<file path="src/rtl/wdk_pkg.sv">
package wdk_pkg;
    localparam int unsigned REG_W  = 32;
    localparam int unsigned SRC_W  = 2;
    localparam int unsigned N_TICK = 1 << SRC_W;

    localparam logic [REG_W-1:0] KEY_RFSH_A = 32'h0000_A602;
    localparam logic [REG_W-1:0] KEY_RFSH_B = 32'h0000_B480;
    localparam logic [REG_W-1:0] KEY_ULK_A  = 32'h0000_C520;
    localparam logic [REG_W-1:0] KEY_ULK_B  = 32'h0000_D928;

    localparam int unsigned POS_UPD  = 5;
    localparam int unsigned POS_EN   = 7;
    localparam int unsigned POS_SRC  = 8;
    localparam int unsigned POS_DONE = 10;
    localparam int unsigned POS_ULK  = 11;
    localparam int unsigned POS_FLAG = 14;

    typedef enum logic [1:0] {
        ADR_CTRL = 2'd0,
        ADR_CNT  = 2'd1,
        ADR_TOV  = 2'd2,
        ADR_WIN  = 2'd3
    } reg_sel_e;

    typedef enum logic [2:0] {
        KS_IDLE,
        KS_RFSH_HALF,
        KS_ULK_HALF,
        KS_OPEN,
        KS_APPLY
    } key_state_e;

    typedef struct packed {
        logic             en;
        logic             upd;
        logic [SRC_W-1:0] src;
    } ctrl_t;
endpackage

</file>
<file path="src/rtl/wdk_keyfsm.sv">
module wdk_keyfsm
    import wdk_pkg::*;
#(
    parameter int unsigned ULK_WINDOW = 128
) (
    input  logic             clk,
    input  logic             rst_n,
    input  logic             wr_cnt,
    input  logic             wr_other,
    input  logic             wr_ctrl,
    input  logic [REG_W-1:0] word,
    input  logic             upd_allowed,
    output key_state_e       state,
    output logic             refresh_ok,
    output logic             seq_err,
    output logic             unlock_start,
    output logic             open_o,
    output logic             apply_o
);
    localparam int unsigned TMR_W = (ULK_WINDOW > 2) ? $clog2(ULK_WINDOW) : 1;
    localparam logic [TMR_W-1:0] TMR_LAST = TMR_W'(ULK_WINDOW - 1);

    key_state_e       nxt;
    logic [TMR_W-1:0] timer;

    // state register
    always_ff @(posedge clk or negedge rst_n) begin
        if (!rst_n) state <= KS_IDLE;
        else        state <= nxt;
    end

    // open-window timer
    always_ff @(posedge clk or negedge rst_n) begin
        if (!rst_n)                 timer <= '0;
        else if (state != KS_OPEN)  timer <= '0;
        else                        timer <= timer + 1'b1;
    end

    // next state and outputs
    always_comb begin
        nxt          = state;
        refresh_ok   = 1'b0;
        seq_err      = 1'b0;
        unlock_start = 1'b0;
        unique case (state)
            KS_IDLE: begin
                if (wr_cnt) begin
                    if (word == KEY_RFSH_A) begin
                        nxt = KS_RFSH_HALF;                 // refresh-start
                    end else if (word == KEY_ULK_A && upd_allowed) begin
                        nxt          = KS_ULK_HALF;         // unlock-start
                        unlock_start = 1'b1;
                    end else if (word == KEY_RFSH_B ||
                                 (word == KEY_ULK_B && upd_allowed)) begin
                        seq_err = 1'b1;
                    end
                end
            end
            KS_RFSH_HALF: begin
                if (wr_cnt) begin
                    nxt = KS_IDLE;
                    if (word == KEY_RFSH_B) refresh_ok = 1'b1;   // refresh-done
                    else                    seq_err    = 1'b1;   // refresh-error
                end else if (wr_other) begin
                    nxt = KS_IDLE;                               // abort
                end
            end
            KS_ULK_HALF: begin
                if (wr_cnt) begin
                    if (word == KEY_ULK_B) begin
                        nxt = KS_OPEN;                           // unlock-done
                    end else begin
                        nxt     = KS_IDLE;                       // unlock-error
                        seq_err = 1'b1;
                    end
                end else if (wr_other) begin
                    nxt = KS_IDLE;                               // abort
                end
            end
            KS_OPEN: begin
                if (wr_ctrl)                nxt = KS_APPLY;      // commit
                else if (timer == TMR_LAST) nxt = KS_IDLE;       // relock
            end
            KS_APPLY: nxt = KS_IDLE;                             // applied
            default:  nxt = KS_IDLE;
        endcase
    end

    assign open_o  = (state == KS_OPEN);
    assign apply_o = (state == KS_APPLY);
endmodule

</file>
<file path="src/rtl/wdk_cfg.sv">
module wdk_cfg
    import wdk_pkg::*;
#(
    parameter int unsigned CNT_W = 16
) (
    input  logic             clk,
    input  logic             rst_n,
    input  logic             open_i,
    input  logic             apply_i,
    input  logic             ulk_start_i,
    input  logic             wr_ctrl_i,
    input  logic             wr_tov_i,
    input  logic             wr_win_i,
    input  ctrl_t            ctrl_in,
    input  logic [CNT_W-1:0] val_in,
    output ctrl_t            act_ctrl,
    output logic [CNT_W-1:0] act_tov,
    output logic [CNT_W-1:0] act_win,
    output logic             done_o
);
    localparam ctrl_t CTRL_RST = '{en: 1'b0, upd: 1'b1, src: '0};

    ctrl_t            sh_ctrl;
    logic [CNT_W-1:0] sh_tov;
    logic [CNT_W-1:0] sh_win;

    // staged copy, written only while open
    always_ff @(posedge clk or negedge rst_n) begin
        if (!rst_n) begin
            sh_ctrl <= CTRL_RST;
            sh_tov  <= '1;
            sh_win  <= '0;
        end else if (ulk_start_i) begin
            sh_ctrl <= act_ctrl;
            sh_tov  <= act_tov;
            sh_win  <= act_win;
        end else if (open_i) begin
            if (wr_ctrl_i) sh_ctrl <= ctrl_in;
            if (wr_tov_i)  sh_tov  <= val_in;
            if (wr_win_i)  sh_win  <= val_in;
        end
    end

    // settings in force
    always_ff @(posedge clk or negedge rst_n) begin
        if (!rst_n) begin
            act_ctrl <= CTRL_RST;
            act_tov  <= '1;
            act_win  <= '0;
        end else if (apply_i) begin
            act_ctrl <= sh_ctrl;
            act_tov  <= sh_tov;
            act_win  <= sh_win;
        end
    end

    // reconfiguration-complete handshake
    always_ff @(posedge clk or negedge rst_n) begin
        if (!rst_n)           done_o <= 1'b0;
        else if (ulk_start_i) done_o <= 1'b0;
        else if (apply_i)     done_o <= 1'b1;
    end
endmodule

</file>
<file path="src/rtl/wdk_counter.sv">
module wdk_counter
    import wdk_pkg::*;
#(
    parameter int unsigned CNT_W = 16
) (
    input  logic              clk,
    input  logic              rst_n,
    input  logic              en,
    input  logic [SRC_W-1:0]  src,
    input  logic [N_TICK-1:0] tick_en,
    input  logic [CNT_W-1:0]  tov,
    input  logic              clear,
    output logic [CNT_W-1:0]  cnt,
    output logic              at_limit
);
    logic [N_TICK-1:0] src_hot;
    logic              tick;

    for (genvar g = 0; g < N_TICK; g++) begin : g_src
        assign src_hot[g] = (src == SRC_W'(g)) && tick_en[g];
    end
    assign tick = |src_hot;

    always_ff @(posedge clk or negedge rst_n) begin
        if (!rst_n)                          cnt <= '0;
        else if (clear)                      cnt <= '0;
        else if (en && tick && (cnt < tov))  cnt <= cnt + 1'b1;
    end

    assign at_limit = en && (cnt >= tov);
endmodule

</file>
<file path="src/rtl/keyed_wdog.sv">
module keyed_wdog
    import wdk_pkg::*;
#(
    parameter int unsigned CNT_W      = 16,
    parameter int unsigned ULK_WINDOW = 128
) (
    input  logic              clk,
    input  logic              rst_n,
    input  logic              reg_we,
    input  logic [1:0]        reg_addr,
    input  logic [REG_W-1:0]  reg_wdata,
    output logic [REG_W-1:0]  reg_rdata,
    input  logic [N_TICK-1:0] tick_en,
    output logic              rst_req,
    output logic              tmo_irq
);
    reg_sel_e         sel;
    logic             wr_cnt, wr_ctrl, wr_tov, wr_win, wr_other;
    key_state_e       kstate;
    logic             refresh_ok, seq_err, unlock_start, open_s, apply_s;
    ctrl_t            act_ctrl, ctrl_in;
    logic [CNT_W-1:0] act_tov, act_win, cnt;
    logic             cfg_done, at_limit, cnt_en, unlocked, win_viol, flag;

    assign sel      = reg_sel_e'(reg_addr);
    assign wr_cnt   = reg_we && (sel == ADR_CNT);
    assign wr_ctrl  = reg_we && (sel == ADR_CTRL);
    assign wr_tov   = reg_we && (sel == ADR_TOV);
    assign wr_win   = reg_we && (sel == ADR_WIN);
    assign wr_other = reg_we && (sel != ADR_CNT);

    assign ctrl_in.en  = reg_wdata[POS_EN];
    assign ctrl_in.upd = reg_wdata[POS_UPD];
    assign ctrl_in.src = reg_wdata[POS_SRC +: SRC_W];

    wdk_keyfsm #(.ULK_WINDOW(ULK_WINDOW)) u_keyfsm (
        .clk          (clk),
        .rst_n        (rst_n),
        .wr_cnt       (wr_cnt),
        .wr_other     (wr_other),
        .wr_ctrl      (wr_ctrl),
        .word         (reg_wdata),
        .upd_allowed  (act_ctrl.upd),
        .state        (kstate),
        .refresh_ok   (refresh_ok),
        .seq_err      (seq_err),
        .unlock_start (unlock_start),
        .open_o       (open_s),
        .apply_o      (apply_s)
    );

    wdk_cfg #(.CNT_W(CNT_W)) u_cfg (
        .clk         (clk),
        .rst_n       (rst_n),
        .open_i      (open_s),
        .apply_i     (apply_s),
        .ulk_start_i (unlock_start),
        .wr_ctrl_i   (wr_ctrl),
        .wr_tov_i    (wr_tov),
        .wr_win_i    (wr_win),
        .ctrl_in     (ctrl_in),
        .val_in      (reg_wdata[CNT_W-1:0]),
        .act_ctrl    (act_ctrl),
        .act_tov     (act_tov),
        .act_win     (act_win),
        .done_o      (cfg_done)
    );

    assign cnt_en = act_ctrl.en;

    wdk_counter #(.CNT_W(CNT_W)) u_counter (
        .clk      (clk),
        .rst_n    (rst_n),
        .en       (cnt_en),
        .src      (act_ctrl.src),
        .tick_en  (tick_en),
        .tov      (act_tov),
        .clear    (refresh_ok),
        .cnt      (cnt),
        .at_limit (at_limit)
    );

    assign unlocked = open_s;
    assign win_viol = refresh_ok && (act_win != '0) && (cnt < act_win);

    // timeout flag: set wins over write-one-to-clear
    always_ff @(posedge clk or negedge rst_n) begin
        if (!rst_n)                              flag <= 1'b0;
        else if (at_limit)                       flag <= 1'b1;
        else if (wr_ctrl && reg_wdata[POS_FLAG]) flag <= 1'b0;
    end

    always_ff @(posedge clk or negedge rst_n) begin
        if (!rst_n) rst_req <= 1'b0;
        else        rst_req <= rst_req | at_limit | seq_err | win_viol;
    end

    assign tmo_irq = flag;

    // read mux
    always_comb begin
        reg_rdata = '0;
        unique case (sel)
            ADR_CTRL: begin
                reg_rdata[POS_UPD]             = act_ctrl.upd;
                reg_rdata[POS_EN]              = act_ctrl.en;
                reg_rdata[POS_SRC +: SRC_W]    = act_ctrl.src;
                reg_rdata[POS_DONE]            = cfg_done;
                reg_rdata[POS_ULK]             = unlocked;
                reg_rdata[POS_FLAG]            = flag;
            end
            ADR_CNT: reg_rdata[CNT_W-1:0] = cnt;
            ADR_TOV: reg_rdata[CNT_W-1:0] = act_tov;
            ADR_WIN: reg_rdata[CNT_W-1:0] = act_win;
            default: reg_rdata = '0;
        endcase
    end
endmodule

</file>
<file path="config.mk">
export PLATFORM = sky130hd
export DESIGN_NAME = keyed_wdog
export DESIGN_NICKNAME = d
export VERILOG_FILES = /design/src/rtl/wdk_pkg.sv /design/src/rtl/wdk_keyfsm.sv /design/src/rtl/wdk_cfg.sv /design/src/rtl/wdk_counter.sv /design/src/rtl/keyed_wdog.sv
export SDC_FILE = /design/constraint.sdc
export NUM_CORES = 1
export LEC_CHECK = 0
export BUFFER_PORTS_ARGS = -buffer_cell sky130_fd_sc_hd__buf_2
export CAP_MARGIN = 25
export CORE_ASPECT_RATIO = 0.75
export CORE_UTILIZATION = 60
export CTS_BUF_LIST = sky130_fd_sc_hd__clkbuf_4
export DETAILED_ROUTE_END_ITERATION = 6
export PLACE_DENSITY = 0.82
export SETUP_SLACK_MARGIN = 0.02
export SYNTH_ARGS = -nofsm -noshare
export SYNTH_HDL_FRONTEND = slang
export SYNTH_SLANG_ARGS = --single-unit
</file>
<file path="constraint.sdc">
create_clock -name clk -period 3.2 [get_ports clk]
set_input_delay 0.16 -clock clk [delete_from_list [all_inputs] [get_ports clk]]
set_output_delay 0.16 -clock clk [all_outputs]
set_load 0.02 [all_outputs]
</file>
==> impl_metrics.tcl <==
set metrics [dict create \
    status "finished clean" \
    clk_latency_ps 480 \
    worstPathRequired_ps 3610 \
    clock.fmax_mhz 347 \
    crit_arrival_ps 3290 \
    synth_cell_types 55 \
    drive_gt1_frac 0.212 \
    cts_max_path_buffers 2 \
    core_area_um2 9310 \
    dp_cells 792 \
    whs_path_depth 3 \
    cts_resized 0 \
    hp-class "input pin to flip-flop" \
    drcViolationCount 0 \
    synth_cells 623 \
    path_class "flip-flop to flip-flop" \
    multi_input_area_um2 3020 \
    drtIter0Drc 513 \
    ant_nets 0 \
    fillers 695 \
    io_pins 75 \
    routed_wl_mm 16.6 \
    synth_edf_count 0 \
    cts.sinks 101 \
    startpoint_type "flip-flop" \
    antenna_found_initial 1 \
    grt_overflow 0 \
    dr.pass1.iters 5 \
    final_nets 761 \
    hold_violations 0 \
    synth_seq_cells 101 \
    avgSynthCellArea_um2 9.48 \
    instances_no_fill 821 \
    finalSetupViolCount 0 \
    dpl_cell_area_um2 6300 \
    maxSlewHeadroom 0.234 \
    regArea_um2 2570 \
    design.die.area_um2 10200 \
    synth.area.top_cells "dfrtp_1 (28%), dfstp_2 (15%), ha_1 (7.0%)" \
    chipHeight_um 87.9 \
    die_width_um 117 \
    port_buffers 58 \
    finalMaxSlewViolations 0 \
    synth.top_cell.area_share 0.284 \
    ys.flop_type "dfrtp_1" \
    grt_pass1_wl_mm 25.8 \
    crit_fanout 12 \
    h-tree-depth 3 \
    pwr_density_cell_nw_per_um2 358 \
    grt.total_usage 0.345 \
    cap_violations 0 \
    place_hpwl_mm 11.9 \
    dp_slack_ps 322 \
    period_minus_slack_ps 2880 \
    area_delta_synth_final_pct 11.4 \
    ys_warn_count 0 \
    stdcell_area_um2 6580 \
    leakage_uw 0.00311 \
    seq_area_frac_synth 0.435 \
    synth_top_area_cell "dfrtp_1" \
    reg2reg_slack_ps 320 \
    start_util 0.634 \
    grt_pass1_vias 4921 \
    worst_r2r_path_depth 8 \
    ir_drop_mv 0.214 \
    finalWorstSetupSlack_ps 320 \
    tightest_slew_ps 1150 \
    gp_congestion 0.959 \
    hold_buffers 12 \
    finalHoldWorstSlack_ps 33.3 \
    grt_max_degree 59 \
    vias_per_cell 6.41 \
    cts_tree "done" \
    crit_path_end_kind "flip-flop" \
    rows 30 \
    synth_area_um2 5910 \
    yosys-top-cells-count "nand2_1 (72), dfrtp_1 (67), nor2_1 (49)" \
    vias 5259 \
    postCtsSetupBuffers 0 \
    rsz0062_at_grt "no" \
    clk_root_buffer_cell "clkbuf_4" \
    async_reset_ff_frac 1.00 \
    skew_ps 17.0 \
    fin_crit_sh 0.900 \
    numCtsBuffers 9 \
    wl_per_cell_um 20.2 \
    yosysMostFrequentCell "nand2_1" \
    clk_pin_slew_ps 150 \
    finalSetupTns_ps 0 \
]
[registers in the layout (all words and copies together), names as in the netlist]
register and count:
u_cfg.act_tov 16, u_cfg.act_win 16, u_cfg.sh_tov 16, u_cfg.sh_win 16, u_counter.cnt 16, u_keyfsm.timer 7
u_cfg.act_ctrl 4, u_cfg.sh_ctrl 4, u_keyfsm.state 3, rst_req 1, tmo_irq 1, u_cfg.done_o 1
[per-stage QoR]
stage	total power [uW]	util
3_5_place_dp	1610	0.676
5_1_grt	2440	0.707
3_3_place_gp	1600	0.676
2_1_floorplan	1510	-
4_1_cts	2360	0.706
6_report	2350	0.707
[layout by cell type (no fill, tap or decap), types with 12 or more instances in the layout]
master / instances
inv_1: 35
ha_1: 33
nor3_1: 13
dlygate4sd3_1: 12
a22o_1: 12
a21o_1: 17
nand2_1: 72
buf_4: 15
dfrtp_1: 67
conb_1: 16
o21ai_0: 47
mux2i_1: 13
dfstp_2: 34
nor4_1: 16
buf_2: 57
nand3_1: 25
a21oi_1: 24
mux2_2: 13
nor2_1: 49
[final timing paths]
path | startpoint | endpoint
min in group asynchronous | rst_n | u_keyfsm.state[1]
worst max-delay path | u_cfg.act_tov[5] | u_counter.cnt[15]
worst max register to register | u_cfg.act_tov[5] | u_counter.cnt[15]
worst min-delay path | reg_wdata[10] | u_cfg.sh_tov[10]
worst min register to register | u_cfg.sh_tov[3] | u_cfg.sh_tov[3]
max in group asynchronous | rst_n | u_cfg.act_tov[9]
[layer usage]
metal	track usage	wire length (um)	part of all wire	up-vias
met2	0.508	7120	0.43	306
met5	0	0	0	-
met4	0.137	386	0.023	0
met1	0.485	7270	0.44	2584
met3	0.0941	1780	0.11	45
li1	-	-	-	2324
[layout make-up]
cell class | instances | area share
Antenna cell | 1 | 0.000380
Timing Repair Buffer | 85 | 0.0818
Inverter | 35 | 0.0200
Clock inverter | 7 | 0.0137
Multi-Input combinational cell | 455 | 0.459
Clock buffer | 9 | 0.0103
Sequential cell | 101 | 0.391
Tap cell | 128 | 0.0243
[kinds of logic after synthesis]
family	after synthesis	share of synthesized area
AND/OR/NAND/NOR	222	0.185
other	1	0.000635
AO/OA/AOI/OAI	134	0.144
flip-flops	101	0.435
XOR/XNOR	16	0.0237
buffers and inverters	82	0.0642
adder cells (fa/ha/maj)	33	0.0699
multiplexers	34	0.0780
[worst max-delay path: stages (launching register included)]
cell and delay [ps]:
dfstp_2 570, inv_1 60, ha_1 310, a21oi_1 130, o21ai_0 100, a211o_1 420
or3_4 500, or4_1 530, a21oi_1 190
[report_power, final]
| group | switching, uW | internal (uW) |
|---|---|---|
| Sequential | 35.4 | 1330 |
| Combinational | 147 | 88.5 |
| Clock | 437 | 313 |
Note: power is estimated with default switching activity, not from simulation.
